**src/rtl/raster_mark_scan.sv**
```systemverilog
module raster_mark_scan #(
  parameter int AW = 9
) (
  input  logic              clk,
  input  logic              rst_n,
  input  logic              retrace,
  input  logic              data_loaded,
  input  logic              erase_req,
  input  logic [AW-1:0]     move_addr,
  input  logic [6*AW-1:0]   stored_addr,
  input  logic [5:0]        stored_busy,
  input  logic [AW-1:0]     line_cnt,
  output logic              eq_pulse,
  output logic [2:0]        eq_src,
  output logic              draw_pulse,
  output logic              erase_pulse,
  output logic              load_pulse,
  output logic [AW-1:0]     load_line
);
  localparam int NSTORE = 6;
  localparam int NPOS   = NSTORE + 2;
  localparam int SW     = $clog2(NPOS);
  localparam logic [SW-1:0] LAST = SW'(NPOS - 1);

  logic          retrace_q, active;
  logic [SW-1:0] sel;
  logic [AW-1:0] line_cap;
  logic [AW-1:0] sel_addr;
  logic          sel_valid, sel_stored, sel_on_move;

  wire start = retrace & ~retrace_q & ~active;

  always_comb begin
    sel_addr    = move_addr;
    sel_valid   = 1'b1;
    sel_stored  = 1'b0;
    sel_on_move = 1'b0;
    if (sel == LAST) sel_addr = load_line;
    for (int i = 0; i < NSTORE; i++) begin
      if (sel == SW'(i + 1)) begin
        sel_addr    = stored_addr[i*AW +: AW];
        sel_valid   = stored_busy[i];
        sel_stored  = 1'b1;
        sel_on_move = (stored_addr[i*AW +: AW] == move_addr);
      end
    end
  end

  wire hit = active & sel_valid & (sel_addr == line_cap);

  always_ff @(posedge clk) begin
    if (!rst_n) begin
      retrace_q   <= 1'b0;
      active      <= 1'b0;
      sel         <= '0;
      line_cap    <= '0;
      eq_pulse    <= 1'b0;
      eq_src      <= '0;
      draw_pulse  <= 1'b0;
      erase_pulse <= 1'b0;
      load_pulse  <= 1'b0;
    end else begin
      retrace_q   <= retrace;
      eq_pulse    <= hit;
      eq_src      <= 3'(sel);
      draw_pulse  <= hit & (sel != LAST);
      load_pulse  <= hit & (sel == LAST);
      erase_pulse <= hit & sel_stored & erase_req & sel_on_move;
      if (start) begin
        active   <= 1'b1;
        sel      <= '0;
        line_cap <= line_cnt;
      end else if (active) begin
        if (sel == LAST) active <= 1'b0;
        else             sel    <= sel + 1'b1;
      end
    end
  end

  always_ff @(posedge clk) begin
    if (!rst_n)           load_line <= '0;
    else if (data_loaded) load_line <= load_line + 1'b1;
  end

  assert_pulse_in_scan_R3: assert property (@(posedge clk) disable iff (!rst_n)
    eq_pulse |-> $past(active));
  assert_load_only_last_R5: assert property (@(posedge clk) disable iff (!rst_n)
    load_pulse |-> (eq_pulse && eq_src == 3'd7 && !draw_pulse));
  assert_draw_cursor_R4: assert property (@(posedge clk) disable iff (!rst_n)
    draw_pulse |-> (eq_pulse && eq_src != 3'd7));
  assert_skip_idle_slot_R6: assert property (@(posedge clk) disable iff (!rst_n)
    (eq_pulse && eq_src != 3'd0 && eq_src != 3'd7) |->
      ((($past(stored_busy) >> (eq_src - 3'd1)) & 6'd1) != 6'd0));
  assert_erase_slot_R7: assert property (@(posedge clk) disable iff (!rst_n)
    erase_pulse |-> (eq_pulse && eq_src != 3'd0 && eq_src != 3'd7 && $past(erase_req)));
  assert_count_step_R8: assert property (@(posedge clk) disable iff (!rst_n)
    ($past(rst_n) && $past(data_loaded)) |-> (load_line == AW'($past(load_line) + 1'b1)));
  assert_scan_ends_R2: assert property (@(posedge clk) disable iff (!rst_n)
    (active && sel == LAST) |=> !active);
endmodule

```
**config.mk**
```make
export PLATFORM = sky130hd
export DESIGN_NAME = raster_mark_scan
export DESIGN_NICKNAME = d
export VERILOG_FILES = /design/src/rtl/raster_mark_scan.sv
export SDC_FILE = /design/constraint.sdc
export NUM_CORES = 1
export LEC_CHECK = 0
export BUFFER_PORTS_ARGS = -buffer_cell sky130_fd_sc_hd__buf_4
export CORE_MARGIN = 2
export CORE_UTILIZATION = 43
export CTS_CLUSTER_DIAMETER = 120
export DETAILED_ROUTE_END_ITERATION = 10
export PLACE_DENSITY = 0.76
export SLEW_MARGIN = 5
export SYNTH_ARGS = -nofsm -noshare
export SYNTH_HDL_FRONTEND = slang
export SYNTH_SLANG_ARGS = --single-unit
```
**constraint.sdc**
```tcl
create_clock -name clk -period 3.1 [get_ports clk]
set_input_delay 0.62 -clock clk [delete_from_list [all_inputs] [get_ports clk]]
set_output_delay 0.62 -clock clk [all_outputs]
set_load 0.02 [all_outputs]
```
## Word level (Yosys, flattened, before mapping)

Cells that the tools add are included.

- Register bits after elaboration: 30
- Input port bits: 83
- Output and inout bits: 16
- Word-level logic and storage cells: 70

- Add/sub/neg operators: 2
- Eq/ne operators: 15
- Multiplexer cells: 28
- Bitwise operators: 13
- Reductions and logical operators: 2

Operator list:

| kind | number |
|---|---|
| $eq 9x9->1 | 7 |
| $mux 9 | 7 |
| $mux 1 | 21 |
| $eq 3x3->1 const B | 4 |
| $add 9x1->9 const B | 1 |
| $and 1x1->1 | 9 |
| $eq 3x2->1 const B | 2 |
| $not 1->1 | 4 |
| $add 3x1->3 const B | 1 |
| $eq 3x1->1 const B | 1 |
| $ne 3x3->1 const B | 1 |
| $reduce_and 2->1 | 1 |
| $reduce_or 2->1 | 1 |

## Longest topological paths before layout

Gate-level depths: netlist of run 1.

- Depth in word-level cells: 13
- Mapped depth: 11
- Gate-level depth less buffers: 9

## Worst setup path after synthesis of run 1

No wires, ideal clock.

- Path type: input to register
- From: input port move_addr[6]
- To: register draw_pulse
- Setup time: 92 ps
- Data arrival time: 2492 ps
- Data required time: 3008 ps
- Path slack: 516 ps
- Stages on the path: 8
- Path buffers: 1
- Path through: clkbuf_1 > mux2i_1 > a211o_1 > a21oi_1 > mux2i_1 > o21ai_0 > or4_4 > nor4_1

- Cells in the longest elaborated chain, start to end: 10

RTL lines:

| item | line | RTL |
|---|---|---|
| start: declaration | 9 | `input logic [AW-1:0] move_addr,` |
| $mux 9 | 38 | `if (sel == LAST) sel_addr = load_line;` |
| $mux 9 (6 in series) | 40 | `if (sel == SW'(i + 1)) begin` |
| $eq 9x9->1 | 49 | `wire hit = active & sel_valid & (sel_addr == line_cap);` |
| $and 1x1->1 | 49 |  |
| $and 1x1->1 | 66 | `draw_pulse <= hit & (sel != LAST);` |
| end signal: assignment | 66 |  |
| end: declaration | 15 | `output logic draw_pulse,` |

No other way between the ends.
A chain may end at the register's enable or synchronous reset.

## Final worst setup path of run 1

- From: register sel[0]
- To: register draw_pulse

- Cells in the longest elaborated chain, start to end: 11
- Elaborated cells on any way between the ends: 25
- Classes of those cells: eq/ne (9); mux (13); bitwise (3)

RTL lines:

| item | line | RTL |
|---|---|---|
| start: declaration | 26 | `logic [SW-1:0] sel;` |
| start signal: assignment | 75 | `else sel <= sel + 1'b1;` |
| $eq 3x3->1 | 38 |  |
| $mux 9 | 38 |  |
| $mux 9 (6 in series) | 40 |  |
| $eq 9x9->1 | 49 |  |
| $and 1x1->1 | 49 |  |
| $and 1x1->1 (*) | 66 |  |

Mark *: on every way between the ends. The rest lies on a longest branch, timed or not.

==> impl_metrics.env, run 1 <==
export IMPL_min_period_ns=2.84
export IMPL_p_sw_mw=0.366
export IMPL_setup_viol=0
export IMPL_ctsHoldBuffers=0
export IMPL_crit_required_ns=3.28
export IMPL_drt_pass1_iterations=5
export IMPL_nFillCells=672
export IMPL_grt_setup_unrepaired="no"
export IMPL_worstSetupPathType="register to register"
export IMPL_setup_worst_path_start="sel[0]"
export IMPL_rr_worst_depth=8
export IMPL_track_usage_pct=26.9
export IMPL_grt_max_degree=31
export IMPL_start_util_pct=43.9
export IMPL_io_pins=99
export IMPL_reg2reg_to="draw_pulse"
export IMPL_worst_slack_ns=0.265
export IMPL_cts_path_max_buffers=2
export IMPL_die_x_um=86.8
export IMPL_rr_startpoint="sel[0]"
export IMPL_clock_sinks=30
export IMPL_combPwrFrac_pct=37.0
export IMPL_antenna_found_initial=0
export IMPL_synth_top_family_by_area="simple AND/OR/NAND/NOR gates"
export IMPL_cts_tree="yes"
export IMPL_final_hold_violation_count=0
export IMPL_ys_warn_count=0
export IMPL_finClkSkew_ns=0.00450
export IMPL_synth_ff_type="dfxtp_1"
export IMPL_via_per_inst=5.87
export IMPL_row_count=30
export IMPL_clkPwrFrac_pct=25.6
export IMPL_vias=3235
export IMPL_cts_made_buffers=5
export IMPL_power_leakage_nw=1.59
export IMPL_ir_drop_uv=266
export IMPL_synth_seq_area_share_pct=20.4
export IMPL_area_growth_synth_to_final_pct=29.6
export IMPL_h_tree_depth=2
export IMPL_max_cap_viol_count=0
export IMPL_ys_seq_elements=30
export IMPL_crit_path_start_kind="register"
export IMPL_die_height_um=86.8
export IMPL_synth_xor_xnor_area_share_pct=19.3
export IMPL_slew_headroom_pct=64.5
export IMPL_cts_resized=0
export IMPL_wl_per_cell_um=18.5
export IMPL_powerDensity_nw_per_um2=293
export IMPL_wl_mm=10.2
export IMPL_p_seq_share_pct=37.4
export IMPL_antenna_cells=0
export IMPL_synth_cells=379
export IMPL_synth_mux_area_share_pct=4.84
export IMPL_gr_total_overflow=0
export IMPL_core_area_um2=6720
export IMPL_reg2reg_slack_ns=0.26
export IMPL_synth_avg_cell_area_um2=7.78
export IMPL_antenna_left=0
export IMPL_cts_root_buf="clkbuf_8"
export IMPL_finalWeightedCongestion=0.960
export IMPL_drc=0
export IMPL_synth_adder_area_share_pct=2.97
export IMPL_finalCritPeriodShare_pct=91.5
export IMPL_path_max_fanout=10
export IMPL_endpoint_kind="register"
export IMPL_pre_cts_ws_ns=0.291
export IMPL_slew_violations=0
export IMPL_async_flop_share_pct=0
export IMPL_synth_compound_area_share_pct=20.7
export IMPL_p_int_mw=0.753
export IMPL_io_buffer_count=98
export IMPL_dp_hpwl_mm=8.15
export IMPL_insertion_delay_ns=0.28
export IMPL_arrival_ns=3.02
export IMPL_grt_pass1_wl_mm=15.9
export IMPL_fmax_mhz=353
export IMPL_syn_nets=469
export IMPL_worst_pin_slew_ns=0.525
export IMPL_synth_edf_count=0
export IMPL_switching_share_pct=32.7
export IMPL_setup_tns_ns=0
export IMPL_yosys_area_share_simple_pct=25.7
export IMPL_hp_class="register to register"
export IMPL_postCtsSetupBuffers=0
export IMPL_outcome="finished clean"
export IMPL_grt_pass1_vias=3126
export IMPL_drt_iter0_markers=244
export IMPL_die_area_um2=7530
export IMPL_yosysUniqueCellTypes=57
export IMPL_cp_endpoint="draw_pulse"
export IMPL_nets=561
export IMPL_drive_above_1_share_pct=26.5
export IMPL_synth_area_um2=2950
export IMPL_clkTransAtPathRegs_ns=0.06
[cell type report]
class	count	area, um^2	area share (%)
timing repair buffer	110	826	21.6
sequential	30	601	15.7
multi-input combinational	312	2170	56.7
inverter	12	50.0	1.31
clock buffer	7	76.3	2.00
tap	80	100	2.62
[sequential cells by signal, summed over array words and instances (netlist names), 3 cells and up]
name,count
sel,3
load_line,9
line_cap,9
eq_src,3
[cells by family after synthesis]
family | count (synthesis)
mux | 14
flops | 30
fa+ha+maj | 7
buf+inv | 37
compound gates | 88
xor+xnor | 65
simple gates | 138
[per-stage QoR]
step	hold slack [ns]	power [mW]	util [%]	std cells	cell area, um^2
final	0.487	1.12	56.9	551	3820
after global routing	0.517	1.18	56.9	551	3820
after CTS	0.488	1.12	56.9	551	3820
after detailed placement	0.481	0.834	55.7	544	3740
after global placement	0.480	0.832	55.7	544	3740
after floorplan	0.455	0.661	-	379	2950
[cells in the mapped netlist (4+ instances only)]
master / instances / share of area (%)
nand2b_1: 7 / 1.5
nand2_1: 41 / 5.2
nor3b_1: 6 / 1.5
ha_1: 7 / 3.0
xor2_1: 39 / 12
nor4_1: 12 / 2.5
nand4_1: 10 / 2.1
inv_1: 10 / 1.3
clkbuf_1: 17 / 2.2
nor2b_1: 8 / 1.7
dfxtp_1: 30 / 20
nand3_1: 4 / 0.68
a211oi_1: 8 / 2.0
a211o_1: 5 / 1.5
a21boi_0: 12 / 3.1
a21oi_1: 18 / 3.1
a32oi_1: 4 / 1.2
mux2i_1: 12 / 4.1
nor3_1: 9 / 1.5
nand3b_1: 4 / 1.0
nor2_1: 11 / 1.4
o21ai_0: 14 / 2.4
and2_1: 12 / 2.5
or3_1: 4 / 0.85
xnor2_1: 26 / 7.7
[metal layers]
layer | up-vias | track usage (%) | share of wire, %
li1 | 1544 | - | -
met1 | 1517 | 35.1 | 43
met2 | 151 | 45.1 | 47
met3 | 23 | 3.05 | 7.3
met4 | 0 | 10.8 | 3.0
met5 | - | 0 | 0
[power groups by stage]
stage | Clock [mW] | Sequential (mW) | Combinational (mW)
6_report | 0.286 | 0.418 | 0.415
5_1_grt | 0.313 | 0.420 | 0.448
4_1_cts | 0.292 | 0.418 | 0.410
3_5_place_dp | 0 | 0.426 | 0.408
3_3_place_gp | 0 | 0.426 | 0.406
2_1_floorplan | 0 | 0.426 | 0.235
[worst max-delay path, cell delays in order (launching register included)]
cell and delay [ns]:
dfxtp_1 0.42, ha_1 0.39, or2b_1 0.35, a211o_1 0.28, a21oi_1 0.18, mux2i_1 0.19, o21ai_0 0.10, or4_4 0.57
nor4_1 0.27
[how the worst min path moves through the flow]
| stage | start | endpoint | slack [ns] | cells after the start |
|---|---|---|---|---|
| finish | line_cap[2] | line_cap[2] | 0.49 | 2 |
| global route | line_cap[2] | line_cap[2] | 0.52 | 2 |
| CTS | line_cap[2] | line_cap[2] | 0.49 | 2 |
| detailed placement | line_cap[2] | line_cap[2] | 0.48 | 2 |
| global placement | line_cap[2] | line_cap[2] | 0.48 | 2 |
| floorplan | line_cap[2] | line_cap[2] | 0.46 | 2 |
[layout by cell type, fill, tap and decap left out, types with 14 or more instances in the layout]
| cell | netlist | layout |
|---|---|---|
| buf_4 | 3 | 110 |
| dfxtp_1 | 30 | 30 |
| xor2_1 | 39 | 39 |
| o21ai_0 | 14 | 14 |
| nand2_1 | 41 | 41 |
| xnor2_1 | 26 | 26 |
| a21oi_1 | 18 | 18 |
No activity file was read; power rests on OpenSTA's default activity.
==> run 2, diff against run 1 <==
- CELL_PAD_IN_SITES_DETAIL_PLACEMENT: not set -> 1
- CELL_PAD_IN_SITES_GLOBAL_PLACEMENT: not set -> 2
- CORE_UTILIZATION: 43 -> 28
- PLACE_DENSITY: 0.76 -> 0.86
==> run 2 against run 1 <==
  * Critical path depth rose by 2
  * Non-clock buffer count fell by 5
  * Routed wire length rose by 17%
  * Cell count rose by 9.4%
  * Via count fell by 0.74%
  * Die area rose by 51%
  * Highest routed layer unchanged
==> impl_metrics.env, run 2 (synthesis results as in run 1) <==
export IMPL_finClkSkew_ns=0.00385
export IMPL_die_height_um=107
export IMPL_slew_violations=0
export IMPL_hp_class="register to register"
export IMPL_total_power_mw=1.18
export IMPL_grt_pass1_wl_mm=18.7
export IMPL_finalWeightedCongestion=0.919
export IMPL_min_period_ns=2.88
export IMPL_final_hold_violation_count=0
export IMPL_core_area_um2=10300
export IMPL_cts_path_max_buffers=2
export IMPL_hold_ws_ns=0.493
export IMPL_crit_family="simple AND/OR/NAND/NOR gates"
export IMPL_endpoint_kind="register"
export IMPL_die_area_um2=11400
export IMPL_ir_drop_uv=151
export IMPL_gr_total_overflow=0
export IMPL_grt_setup_unrepaired="no"
export IMPL_setup_viol=0
export IMPL_cts_made_buffers=5
export IMPL_wl_per_cell_um=19.8
export IMPL_area_growth_synth_to_final_pct=32.0
export IMPL_slew_headroom_pct=63.1
export IMPL_insertion_delay_ns=0.28
export IMPL_fmax_mhz=347
export IMPL_via_per_inst=5.33
export IMPL_antenna_left=0
export IMPL_reg2reg_slack_ns=0.22
export IMPL_power_leakage_nw=1.57
export IMPL_layout_commonest_cell="buf_4"
export IMPL_clock_sinks=30
export IMPL_drc=0
export IMPL_drt_pass1_iterations=4
export IMPL_place_area_um2=3790
export IMPL_fin_area_um2=3890
export IMPL_dp_hpwl_mm=9.87
export IMPL_ctsHoldBuffers=0
export IMPL_finalCritPeriodShare_pct=92.9
export IMPL_h_tree_depth=2
export IMPL_grt_pass1_vias=3355
export IMPL_reg_largest_list="line_cap (9), load_line (9)"
export IMPL_io_buffer_count=98
export IMPL_drive_above_1_share_pct=27.0
export IMPL_holdPathEnd="line_cap[8]"
export IMPL_holdPathStages=2
export IMPL_powerDensity_nw_per_um2=303
export IMPL_path_max_fanout=30
export IMPL_track_usage_pct=21.3
export IMPL_wl_mm=11.9
export IMPL_nets=556
export IMPL_cts_tree="yes"
export IMPL_crit_required_ns=3.28
export IMPL_worstSetupPathType="register to register"
export IMPL_arrival_ns=3.06
export IMPL_setup_worst_path_start="sel[1]"
export IMPL_pre_cts_ws_ns=0.0411
export IMPL_slowest_stage="or4_4"
export IMPL_drt_iter0_markers=170
export IMPL_cts_resized=0
export IMPL_worst_pin_slew_ns=0.547
export IMPL_rr_worst_depth=10
export IMPL_io_pins=99
export IMPL_vias=3211
export IMPL_crit_path_start_kind="register"
export IMPL_utilization_pct=37.9
export IMPL_dp_cells=595
export IMPL_cp_slowest_stage_delay_ns=0.53
export IMPL_final_cell_mix="104 x buf_4, 41 x nand2_1, 39 x xor2_1, 30 x dfxtp_1, 26 x xnor2_1"
export IMPL_start_util_pct=28.7
export IMPL_cts_root_buf="clkbuf_8"
export IMPL_min_from="line_cap[8]"
export IMPL_outcome="finished clean"
export IMPL_clkTransAtPathRegs_ns=0.06
export IMPL_antenna_found_initial=0
export IMPL_max_cap_viol_count=0
export IMPL_reg2reg_to="load_pulse"
export IMPL_die_x_um=107
export IMPL_postCtsSetupBuffers=0
export IMPL_setup_tns_ns=0
export IMPL_worst_slack_ns=0.220
export IMPL_antenna_cells=0
export IMPL_instances_no_fill=603
export IMPL_row_count=37
export IMPL_grt_max_degree=31
export IMPL_worstPathCellList="inv_1 -> ha_1 -> buf_12 -> or2_2 -> o21ai_2 -> a32oi_1 -> o21ai_1 -> xor2_1 -> or4_4 -> nor4_1"
export IMPL_cp_depth=10
export IMPL_cp_buffers_inverters=2
export IMPL_rr_startpoint="sel[1]"
[run 2: changes by cell type in the layout (fill, tap and decap cells not counted), sizes merged]
cell and delta:
clkinv +1, clkinvlp +1, buf -5, clkbuf -1
[run 2: worst min-delay path: stages, from the launching register on]
cell	delay [ns]
dfxtp_1	0.32
nand2_1	0.06
a21boi_0	0.07
[run 2: power breakdown]
group | total, mW | switching [mW] | internal, mW
Clock | 0.328 | 0.150 | 0.178
Sequential | 0.419 | 0.0188 | 0.401
Combinational | 0.429 | 0.229 | 0.200
[run 2: metal layers]
metal,global-route usage [%],vias to the layer above,wire (um)
li1,-,1528,-
met1,29.1,1555,5430
met2,34.5,108,5490
met3,1.95,20,607
met4,8.63,0,417
met5,0,-,0
[run 2: cell type report]
| type | instances | area (um^2) |
|---|---|---|
| Clock buffer | 6 | 82.6 |
| Clock inverter | 2 | 12.5 |
| Fill cell | 1282 | 6390 |
| Inverter | 12 | 50.0 |
| Multi-Input combinational cell | 312 | 2170 |
| Sequential cell | 30 | 601 |
| Tap cell | 136 | 170 |
| Timing Repair Buffer | 105 | 801 |
[run 2: how the worst max path moves through the flow]
stage                            end  slack, ns
after floorplan           draw_pulse       0.52
after global placement    draw_pulse       0.20
after detailed placement  load_pulse       0.04
after CTS                 load_pulse       0.01
after global routing      load_pulse       0.03
final                     load_pulse       0.22
